--- src/rtl/keyed_wdt_pkg.sv ---
// Package: register offsets, key values, field positions and the stage type
// shared by the watchdog modules. Assumes a 32-bit data bus.
package keyed_wdt_pkg;
    localparam int DATA_W = 32;

    localparam logic [7:0] OFS_MODE  = 8'h00;
    localparam logic [7:0] OFS_LEN   = 8'h04;
    localparam logic [7:0] OFS_KICK  = 8'h08;
    localparam logic [7:0] OFS_SWRST = 8'h14;

    localparam logic [7:0]  MODE_KEY  = 8'h22;
    localparam logic [4:0]  LEN_KEY   = 5'h08;
    localparam logic [31:0] KICK_CODE = 32'h0000_1971;
    localparam logic [31:0] RST_CODE  = 32'h0000_1209;

    localparam int BIT_EN    = 0;
    localparam int BIT_IRQEN = 3;
    localparam int BIT_DUAL  = 6;
    localparam int LEN_LSB   = 5;

    typedef enum logic {
        STG_WATCH = 1'b0,
        STG_GRACE = 1'b1
    } wdt_stage_e;
endpackage

--- src/rtl/keyed_wdt_regs.sv ---
// Register file: checks the key on each write, holds mode and length, and
// turns kick, enable changes and the software reset code into single-cycle
// pulses. Assumes a one-cycle write strobe; reads are combinational.
module keyed_wdt_regs
    import keyed_wdt_pkg::*;
#(
    parameter int ADDR_W = 8,
    parameter int LEN_W  = 11
) (
    input  logic              clk,
    input  logic              rst_n,
    input  logic              wr_i,
    input  logic [ADDR_W-1:0] addr_i,
    input  logic [DATA_W-1:0] wdata_i,
    output logic [DATA_W-1:0] rdata_o,
    output logic              en_o,
    output logic              irq_en_o,
    output logic              dual_o,
    output logic [LEN_W-1:0]  len_o,
    output logic              load_o,
    output logic              stop_o,
    output logic              swrst_o
);
    localparam int LEN_MSB = LEN_LSB + LEN_W - 1;

    logic mode_hit, len_hit, kick_hit;
    logic mode_addr, len_addr;

    // Decode the address and key of the current write.
    always_comb begin
        mode_addr = wr_i && (addr_i == ADDR_W'(OFS_MODE));
        len_addr  = wr_i && (addr_i == ADDR_W'(OFS_LEN));
        mode_hit  = mode_addr && (wdata_i[31:24] == MODE_KEY);
        len_hit   = len_addr && (wdata_i[4:0] == LEN_KEY);
        kick_hit  = wr_i && (addr_i == ADDR_W'(OFS_KICK)) && (wdata_i == KICK_CODE);
        swrst_o   = wr_i && (addr_i == ADDR_W'(OFS_SWRST)) && (wdata_i == RST_CODE);
        load_o    = kick_hit || (mode_hit && wdata_i[BIT_EN] && !en_o);
        stop_o    = mode_hit && !wdata_i[BIT_EN];
    end

    // Store the mode bits on a keyed mode write.
    always_ff @(posedge clk) begin
        if (!rst_n) begin
            en_o     <= 1'b0;
            irq_en_o <= 1'b0;
            dual_o   <= 1'b0;
        end else if (mode_hit) begin
            en_o     <= wdata_i[BIT_EN];
            irq_en_o <= wdata_i[BIT_IRQEN];
            dual_o   <= wdata_i[BIT_DUAL];
        end
    end

    // Store the length field on a keyed length write.
    always_ff @(posedge clk) begin
        if (!rst_n) len_o <= '0;
        else if (len_hit) len_o <= wdata_i[LEN_MSB:LEN_LSB];
    end

    // Return stored fields in place, key and unused bits as zero.
    always_comb begin
        rdata_o = '0;
        if (addr_i == ADDR_W'(OFS_MODE)) begin
            rdata_o[BIT_EN]    = en_o;
            rdata_o[BIT_IRQEN] = irq_en_o;
            rdata_o[BIT_DUAL]  = dual_o;
        end else if (addr_i == ADDR_W'(OFS_LEN)) begin
            rdata_o[LEN_MSB:LEN_LSB] = len_o;
        end
    end


    mode_keyed_chk: assert property (@(posedge clk) disable iff (!rst_n)
        (mode_addr && wdata_i[31:24] != MODE_KEY) |=> $stable({en_o, irq_en_o, dual_o}));

    len_keyed_chk: assert property (@(posedge clk) disable iff (!rst_n)
        (len_addr && wdata_i[4:0] != LEN_KEY) |=> $stable(len_o));
endmodule

--- src/rtl/keyed_wdt_counter.sv ---
// Timeout counter: a prescaler divides the tick by UNIT_TICKS and a unit
// counter counts down the length. It reloads itself on expiry and on a load.
// Assumes tick_i is a one-cycle enable.
module keyed_wdt_counter #(
    parameter int UNIT_TICKS = 512,
    parameter int LEN_W      = 11
) (
    input  logic             clk,
    input  logic             rst_n,
    input  logic             en_i,
    input  logic             tick_i,
    input  logic             load_i,
    input  logic [LEN_W-1:0] len_i,
    output logic             expire_o
);
    localparam int PRE_W = (UNIT_TICKS > 1) ? $clog2(UNIT_TICKS) : 1;
    localparam logic [PRE_W-1:0] PRE_LAST = PRE_W'(UNIT_TICKS - 1);

    logic [PRE_W-1:0] pre_q;
    logic [LEN_W-1:0] unit_q;
    logic             unit_end;

    // Flag the tick that completes the last unit.
    always_comb begin
        unit_end = en_i && tick_i && !load_i && (pre_q == PRE_LAST);
        expire_o = unit_end && (unit_q <= LEN_W'(1));
    end

    // Advance the prescaler and the unit count, reloading on load or expiry.
    always_ff @(posedge clk) begin
        if (!rst_n) begin
            pre_q  <= '0;
            unit_q <= '0;
        end else if (load_i) begin
            pre_q  <= '0;
            unit_q <= len_i;
        end else if (en_i && tick_i) begin
            if (pre_q == PRE_LAST) begin
                pre_q  <= '0;
                unit_q <= expire_o ? len_i : unit_q - LEN_W'(1);
            end else begin
                pre_q <= pre_q + PRE_W'(1);
            end
        end
    end


    load_chk: assert property (@(posedge clk) disable iff (!rst_n)
        load_i |=> (unit_q == $past(len_i)) && (pre_q == '0));

    freeze_chk: assert property (@(posedge clk) disable iff (!rst_n)
        (!en_i && !load_i) |=> $stable({unit_q, pre_q}));
endmodule

--- src/rtl/keyed_wdt_stage.sv ---
// Stage and output logic: tracks warning and final stage, holds the
// interrupt level and times the reset request pulse. Assumes expire_i
// and swrst_i are single-cycle pulses.
module keyed_wdt_stage
    import keyed_wdt_pkg::*;
#(
    parameter int RST_CYCLES = 16
) (
    input  logic clk,
    input  logic rst_n,
    input  logic en_i,
    input  logic irq_en_i,
    input  logic dual_i,
    input  logic expire_i,
    input  logic clear_i,
    input  logic swrst_i,
    output logic irq_o,
    output logic rst_req_o
);
    localparam int RC_W = $clog2(RST_CYCLES + 1);

    wdt_stage_e      stage_q;
    logic            bark;
    logic [RC_W-1:0] rc_q;

    // A first expiry in dual mode with interrupt allowed is a warning only.
    always_comb bark = expire_i && (stage_q == STG_WATCH) && dual_i && irq_en_i;

    // Move between stages and hold the interrupt level.
    always_ff @(posedge clk) begin
        if (!rst_n || clear_i || !en_i) begin
            stage_q <= STG_WATCH;
            irq_o   <= 1'b0;
        end else if (expire_i) begin
            stage_q <= bark ? STG_GRACE : STG_WATCH;
            irq_o   <= bark;
        end
    end

    // Time the reset request pulse.
    always_ff @(posedge clk) begin
        if (!rst_n) rc_q <= '0;
        else if (swrst_i || (expire_i && !bark)) rc_q <= RC_W'(RST_CYCLES);
        else if (rc_q != '0) rc_q <= rc_q - RC_W'(1);
    end

    always_comb rst_req_o = (rc_q != '0);


    irq_en_chk: assert property (@(posedge clk) disable iff (!rst_n)
        irq_o |-> en_i);

    bark_chk: assert property (@(posedge clk) disable iff (!rst_n)
        (bark && !clear_i) |=> irq_o && !rst_req_o);

    bite_chk: assert property (@(posedge clk) disable iff (!rst_n)
        (expire_i && stage_q == STG_GRACE) |=> rst_req_o && !irq_o);

    swrst_chk: assert property (@(posedge clk) disable iff (!rst_n)
        swrst_i |=> rst_req_o);
endmodule

--- src/rtl/keyed_wdt.sv ---
// Top of the keyed dual-stage watchdog: connects the register file, the
// timeout counter and the stage logic. Assumes a synchronous active-low
// reset and a tick enable no faster than the clock.
module keyed_wdt #(
    parameter int ADDR_W     = 8,
    parameter int LEN_W      = 11,
    parameter int UNIT_TICKS = 512,
    parameter int RST_CYCLES = 16
) (
    input  logic              clk,
    input  logic              rst_n,
    input  logic              tick_i,
    input  logic              bus_wr_i,
    input  logic [ADDR_W-1:0] bus_addr_i,
    input  logic [31:0]       bus_wdata_i,
    output logic [31:0]       bus_rdata_o,
    output logic              irq_o,
    output logic              rst_req_o
);
    logic             en, irq_en, dual, load, stop, swrst, expire;
    logic [LEN_W-1:0] len;

    keyed_wdt_regs #(.ADDR_W(ADDR_W), .LEN_W(LEN_W)) regs_i (
        .clk(clk), .rst_n(rst_n), .wr_i(bus_wr_i), .addr_i(bus_addr_i),
        .wdata_i(bus_wdata_i), .rdata_o(bus_rdata_o), .en_o(en),
        .irq_en_o(irq_en), .dual_o(dual), .len_o(len), .load_o(load),
        .stop_o(stop), .swrst_o(swrst)
    );

    keyed_wdt_counter #(.UNIT_TICKS(UNIT_TICKS), .LEN_W(LEN_W)) cnt_i (
        .clk(clk), .rst_n(rst_n), .en_i(en), .tick_i(tick_i),
        .load_i(load), .len_i(len), .expire_o(expire)
    );

    keyed_wdt_stage #(.RST_CYCLES(RST_CYCLES)) stage_i (
        .clk(clk), .rst_n(rst_n), .en_i(en), .irq_en_i(irq_en),
        .dual_i(dual), .expire_i(expire), .clear_i(load || stop),
        .swrst_i(swrst), .irq_o(irq_o), .rst_req_o(rst_req_o)
    );
endmodule

--- config.mk ---
export PLATFORM = sky130hd
export DESIGN_NAME = keyed_wdt
export DESIGN_NICKNAME = d
export VERILOG_FILES = /design/src/rtl/keyed_wdt_pkg.sv /design/src/rtl/keyed_wdt_regs.sv /design/src/rtl/keyed_wdt_counter.sv /design/src/rtl/keyed_wdt_stage.sv /design/src/rtl/keyed_wdt.sv
export SDC_FILE = /design/constraint.sdc
export NUM_CORES = 1
export LEC_CHECK = 0
export BUFFER_PORTS_ARGS = -buffer_cell sky130_fd_sc_hd__buf_2
export CAP_MARGIN = 10
export CELL_PAD_IN_SITES_DETAIL_PLACEMENT = 1
export CELL_PAD_IN_SITES_GLOBAL_PLACEMENT = 1
export CORE_MARGIN = 3
export CORE_UTILIZATION = 41
export CTS_BUF_LIST = sky130_fd_sc_hd__clkbuf_8
export DETAILED_ROUTE_END_ITERATION = 7
export PLACE_DENSITY = 0.87
export RECOVER_POWER = 25
export SYNTH_ARGS = -nofsm -noshare
export SYNTH_HDL_FRONTEND = slang
export SYNTH_SLANG_ARGS = --single-unit
--- constraint.sdc ---
create_clock -name clk -period 5.9 [get_ports clk]
set_input_delay 0.295 -clock clk [delete_from_list [all_inputs] [get_ports clk]]
set_output_delay 0.295 -clock clk [all_outputs]
set_load 0.02 [all_outputs]
# After elaboration in Yosys (flattened, before gate mapping)
# Index checks and enable logic that the tools add are counted.
# Widths: inputs -> output; s select.
# totals
output_inout_bits	34
register_bits	41
inputBits	44
# op_classes
n_eq_ne	8
order_cmp	1
n_mux	14
n_bitwise	2
addsub	3
n_reduce_logical	37
# ops
operator	count
$eq 32x13->1 const B	2
$mux 11	5
$logic_and 1x1->1	19
$mux 9	2
$le 11x1->1 const B	1
$sub 11x1->11 const B	1
$mux 5	2
$add 9x1->9 const B	1
$eq 9x9->1 const B	1
$eq 8x3->1 const B	1
$eq 8x4->1 const B	1
$eq 8x5->1 const B	1
$eq 8x6->1 const B	1
$logic_not 8->1	1
$reduce_bool 2->1	3
$eq 5x4->1 const B	1
$logic_not 1->1	5
$logic_or 1x1->1	5
$mux 1	5
$reduce_bool 5->1	1
$sub 5x1->5 const B	1
$reduce_or 2->1	2
$not 1->1	2
$reduce_and 2->1	1

# Depth between registers and ports, before layout
# depth
ltp_word	17
ltp_mapped	11

# Modules after synthesis
# A second synthesis with hierarchy kept.
# hier_totals
cells_unflattened	306
hier_area_um2	2544.9
# by_module_without_submodules
mod	area_per_inst_um2	cells_per_inst	instances
keyed_wdt_counter	1244.9	158	1
keyed_wdt_regs	991.0	116	1
keyed_wdt_stage	302.8	31	1
keyed_wdt	6.3	1	1

# Worst setup path before layout
# Ideal clock, no wire load.
# synth_timing
kind	input to register
from	input bus_wdata_i[24]
to	register cnt_i.unit_q[7]
slack_ns	3.146
required_ns	5.781
t_arrival_ns	2.636
cell_stages	8
cell_sequence	or4_4 or4b_1 buf_2 or4_4 buf_6 and2_4 buf_6 o221a_1
# synth_via
elab_chain_cells	13
word_cells_on_any_way	18
classes_between	eq/ne: 2; mux: 4; reduce/logical: 12
# synth_lines
item	line_no	text
start, declared	keyed_wdt.sv:15	input logic [31:0] bus_wdata_i,
$eq 8x6->1	keyed_wdt_regs.sv:33	mode_hit = mode_addr && (wdata_i[31:24] == MODE_KEY);
$logic_and 1x1->1	keyed_wdt_regs.sv:33	
$logic_and 1x1->1 (2 in series)	keyed_wdt_regs.sv:37	load_o = kick_hit || (mode_hit && wdata_i[BIT_EN] && !en_o);
$logic_or 1x1->1 (*)	keyed_wdt_regs.sv:37	
$logic_not 1->1	keyed_wdt_counter.sv:25	unit_end = en_i && tick_i && !load_i && (pre_q == PRE_LAST);
$logic_and 1x1->1 (2 in series)	keyed_wdt_counter.sv:25	
$logic_and 1x1->1	keyed_wdt_counter.sv:26	expire_o = unit_end && (unit_q <= LEN_W'(1));
$mux 11	keyed_wdt_counter.sv:40	unit_q <= expire_o ? len_i : unit_q - LEN_W'(1);
$mux 11	keyed_wdt_counter.sv:38	if (pre_q == PRE_LAST) begin
$mux 11	keyed_wdt_counter.sv:37	end else if (en_i && tick_i) begin
$mux 11	keyed_wdt_counter.sv:34	end else if (load_i) begin
end signal, assigned	keyed_wdt_counter.sv:36	unit_q <= len_i;
end signal, assigned	keyed_wdt_counter.sv:40	
end, declared	keyed_wdt_counter.sv:20	logic [LEN_W-1:0] unit_q;
# Every way passes the cells marked *; elsewhere a longest branch is shown, timed or not. The select of a mux whose other input is x is not followed.
# A chain may end at the register's enable or synchronous reset.

# Worst setup path in the final report
# layout_timing
from	register cnt_i.unit_q[3]
to	register cnt_i.unit_q[3]
# layout_via
elab_chain_cells	6
word_cells_on_any_way	7
classes_between	add/sub: 1; order compare: 1; mux: 4; reduce/logical: 1
# layout_lines
item	line_no
$le 11x1->1	keyed_wdt_counter.sv:26
$logic_and 1x1->1	keyed_wdt_counter.sv:26
$mux 11 (*)	keyed_wdt_counter.sv:40
$mux 11 (*)	keyed_wdt_counter.sv:38
$mux 11 (*)	keyed_wdt_counter.sv:37
$mux 11 (*)	keyed_wdt_counter.sv:34
# Marked as above.

==> out/results.txt <==
Synthesis produced 312 cells. Setup repair after global routing left no endpoint under its margin. The run gives 0 as the total of cells resized after clock tree synthesis.

Synthesis instantiated 59 different standard cells from the library. The clock reaches the later pin of the worst-skew pair after 0.30 ns. Synthesis inferred 40 register bits. The via count of the first global-routing pass was 2660. Routed wire length: 7770 um. The setup path with the least slack is of type flip-flop to flip-flop. The most used flip-flop cell after synthesis is sky130_fd_sc_hd__dfxtp_1.

The number of antenna violations at the first check in global routing came out at 0. Between clock sinks in the finished design, the worst skew comes to 0.00655 ns. The worst setup path is captured at a flip-flop. Effective utilization at floorplan: 42.8%. At the end of the flow, the number of nets in the layout was 415. Sorting the synthesized cells by area gives the leading types as sky130_fd_sc_hd__dfxtp_1 (31%), sky130_fd_sc_hd__mux2i_1 (6.3%), sky130_fd_sc_hd__buf_4 (5.6%), sky130_fd_sc_hd__nor2_1 (5.4%), sky130_fd_sc_hd__and2_1 (3.2%). The fraction of post-synthesis cell area in the top cell type by area is 31.3%, and the count of hold-fix buffers inserted at cts is 0. The total area inside the core boundary comes to 5990 um^2. Share of the core filled with cells in the final layout: 48.5%. The run gives 0.641 mW as the overall power consumption. The level count of the clock H-tree was 2; the setup violation total in the final timing report was 0. Yosys mapped a number of flops with a built-in enable equal to 0.

For the part of the Yosys area used for sequential elements, the log shows 31.3%. Headroom to the max-slew limit came out at 29.9%. The placer congestion estimate was 0.887. For the pin with the worst max-slew slack, the measured transition is 1.04 ns. Input and output buffers added on the ports amount to 58. The average detailed-routed wire length per instance is 17.6 um. At the worst endpoint, the arrival time is 3.16 ns.

Measured along the x axis, the die boundary spans 85.0 um. Worst hold path startpoint: bus_wdata_i[14]. The timing-limited maximum frequency was 340 MHz.

The post-CTS setup repair buffer count was 0. The clock buffer count from CTS was 5. The run gives 25 as the maximum number of pins on one net before global-route repair. STA puts the critical path data required time at 6.11 ns. In this run the mean area of a mapped cell was 8.21 um^2. Once detail routing completed, the nets flagged for antenna violations numbered 0. STA classifies the critical path startpoint as a flip-flop. The top-level port count is 78, and the clock sink count is 40. TritonCTS built the clock tree.

The worst-case hold slack is 0.259 ns. In the finished design, the share of the clock period the worst path needs comes to 49.9%. The worst path in the final design needs a cycle of 2.95 ns, including I/O delays and setup. The kind of path behind the tightest hold check was primary input to flip-flop. The run gives 0 as the count of endpoints failing hold in the final timing report. The detailed placement HPWL is 5930 um, and the final number of max-transition violations is 0. For this design the ratio of total power to cell area is 221 nW/um^2. The run finished with clean final reports.

The repair_antennas step left the layout with diodes totalling 0. Relative to the synthesized area, the layout overhead comes to 13.4%. The tools report the global routing usage summed across all routing layers as 21.8%. The first global-routing pass estimated 12800 um of wire. From bottom edge to top edge, the die measures 85.0 um. The post-route netlist has 19.9% of its cells at a drive strength greater than 1.

The iteration count of the initial detailed-routing pass came out at 4. The synthesized netlist occupies a cell area of 2560 um^2. In this run the critical register-to-register path is launched from cnt_i.unit_q[3]. For the final routed database, the setup TNS stands at 0 ns. The total grt overflow was 0; the maximum net fanout on the critical path was 9.

The root buffer cell was sky130_fd_sc_hd__clkbuf_8. The tool flagged a number of max-cap violations equal to 0. After the first detailed-routing iteration, the DRC count stood at 161.

The post-CTS clock slew at the launch and capture registers of the worst setup and hold paths works out to 0.07 ns. Of all cell types, the one taking the most synthesized area is sky130_fd_sc_hd__dfxtp_1. After detailed routing, the number of vias per cell comes to 5.75.

Yosys printed 0 warnings. Detailed routing inserted a total of 2536 vias. After detailed routing, the number of remaining DRC violations is 0. Overall die area: 7230 um^2. The maximum vdd ir drop is 228 uV. The number of fillers in the final layout is 770. Start point of the critical path: cnt_i.unit_q[3]. In this run the core area contains 28 standard-cell rows. The clock passes through at most 2 buffers. The leakage power summed over all cells is 1.24 nW.

Of all flip-flops after synthesis, the portion carrying an async set or reset was 0%.
[cells in the final DEF (no fill, tap or decap), drive strengths merged, types with 13 or more instances in the layout]
| master | n |
|---|---|
| nor3 | 14 |
| buf | 56 |
| nand2 | 21 |
| mux2i | 16 |
| and2 | 15 |
| nor2 | 37 |
| a21oi | 13 |
| dfxtp | 40 |
| conb | 19 |
| o21ai | 16 |
[Yosys cell counts (3+ instances only)]
cell                       count
sky130_fd_sc_hd__a21o_1        5
sky130_fd_sc_hd__a21oi_1      13
sky130_fd_sc_hd__and2_1       13
sky130_fd_sc_hd__and3_1        4
sky130_fd_sc_hd__buf_4        19
sky130_fd_sc_hd__clkbuf_1      8
sky130_fd_sc_hd__dfxtp_1      40
sky130_fd_sc_hd__ha_1          6
sky130_fd_sc_hd__inv_1         7
sky130_fd_sc_hd__mux2i_1      16
sky130_fd_sc_hd__nand2_1      21
sky130_fd_sc_hd__nand2b_1      3
sky130_fd_sc_hd__nand3_1       4
sky130_fd_sc_hd__nand4_1       7
sky130_fd_sc_hd__nor2_1       37
sky130_fd_sc_hd__nor3_1       14
sky130_fd_sc_hd__nor4_1        7
sky130_fd_sc_hd__nor4b_1       4
sky130_fd_sc_hd__nor4bb_1      3
sky130_fd_sc_hd__o21ai_0      15
sky130_fd_sc_hd__o32ai_1       3
sky130_fd_sc_hd__or3_1         3
sky130_fd_sc_hd__or4_1         8
sky130_fd_sc_hd__xnor2_1       5
sky130_fd_sc_hd__xor2_1        4
[through the flow]
| step | cell area (um^2) | instances | setup WS, ns |
|---|---|---|---|
| final | 2900 | 441 | 2.95 |
| after global routing | 2900 | 441 | 2.73 |
| after CTS | 2900 | 440 | 2.90 |
| after detailed placement | 2810 | 432 | 2.61 |
| after global placement | 2810 | 432 | 2.77 |
| after floorplan | 2630 | 330 | 3.15 |
[routing by layer]
metal  track usage [%]  wire [um]  share of wire, %
met1              26.8       3260                42
met2              38.5       3860                50
met3              3.69        478               6.2
met4              6.91        170               2.2
met5                 0          0                 0
[registers in the layout (all words and copies together) (netlist names)]
| register | flops |
|---|---|
| cnt_i.pre_q | 9 |
| cnt_i.unit_q | 11 |
| regs_i.dual_o | 1 |
| regs_i.en_o | 1 |
| regs_i.irq_en_o | 1 |
| regs_i.len_o | 11 |
| stage_i.irq_o | 1 |
| stage_i.rc_q | 5 |
[critical path, cell delays in order, from the launching register on]
cell                      delay, ns
sky130_fd_sc_hd__dfxtp_1       0.37
sky130_fd_sc_hd__nor4_1        0.73
sky130_fd_sc_hd__nand4_1       0.55
sky130_fd_sc_hd__o32ai_1       0.64
sky130_fd_sc_hd__o21ai_0       0.23
sky130_fd_sc_hd__a21o_1        0.23
sky130_fd_sc_hd__a21oi_1       0.11
[cell families after synthesis]
kind of cell             synth area share [%]
AO/OA/AOI/OAI                            15.5
XOR/XNOR                                 3.08
adder cells (fa/ha/maj)                  2.93
buffers and inverters                    8.99
flip-flops                               31.3
multiplexers                             6.25
other                                   0.146
AND/OR/NAND/NOR                          31.9
[report_power, final]
| group | internal, mW | switching [mW] |
|---|---|---|
| sequential | 0.287 | 0.0136 |
| combinational | 0.0597 | 0.0887 |
| clock | 0.0934 | 0.0992 |
| total | 0.440 | 0.201 |
[layout make-up]
| class | count | area, um^2 | share of cell area [%] |
|---|---|---|---|
| clock buffer | 6 | 82.6 | 2.84 |
| clock inverter | 2 | 10.0 | 0.345 |
| inverter | 7 | 26.3 | 0.905 |
| multi-input combinational | 252 | 1600 | 55.0 |
| sequential | 40 | 801 | 27.6 |
| tap | 75 | 93.8 | 3.23 |
| timing repair buffer | 59 | 293 | 10.1 |
[final timing paths]
kind                          end  slack, ns  cells past startpoint
setup / recovery  cnt_i.unit_q[3]       2.95                      6
setup reg to reg  cnt_i.unit_q[3]       2.95                      6
hold reg to reg    cnt_i.pre_q[8]       0.49                      2
hold / removal    regs_i.len_o[9]       0.26                      3
(Power assumes the default switching activity.)
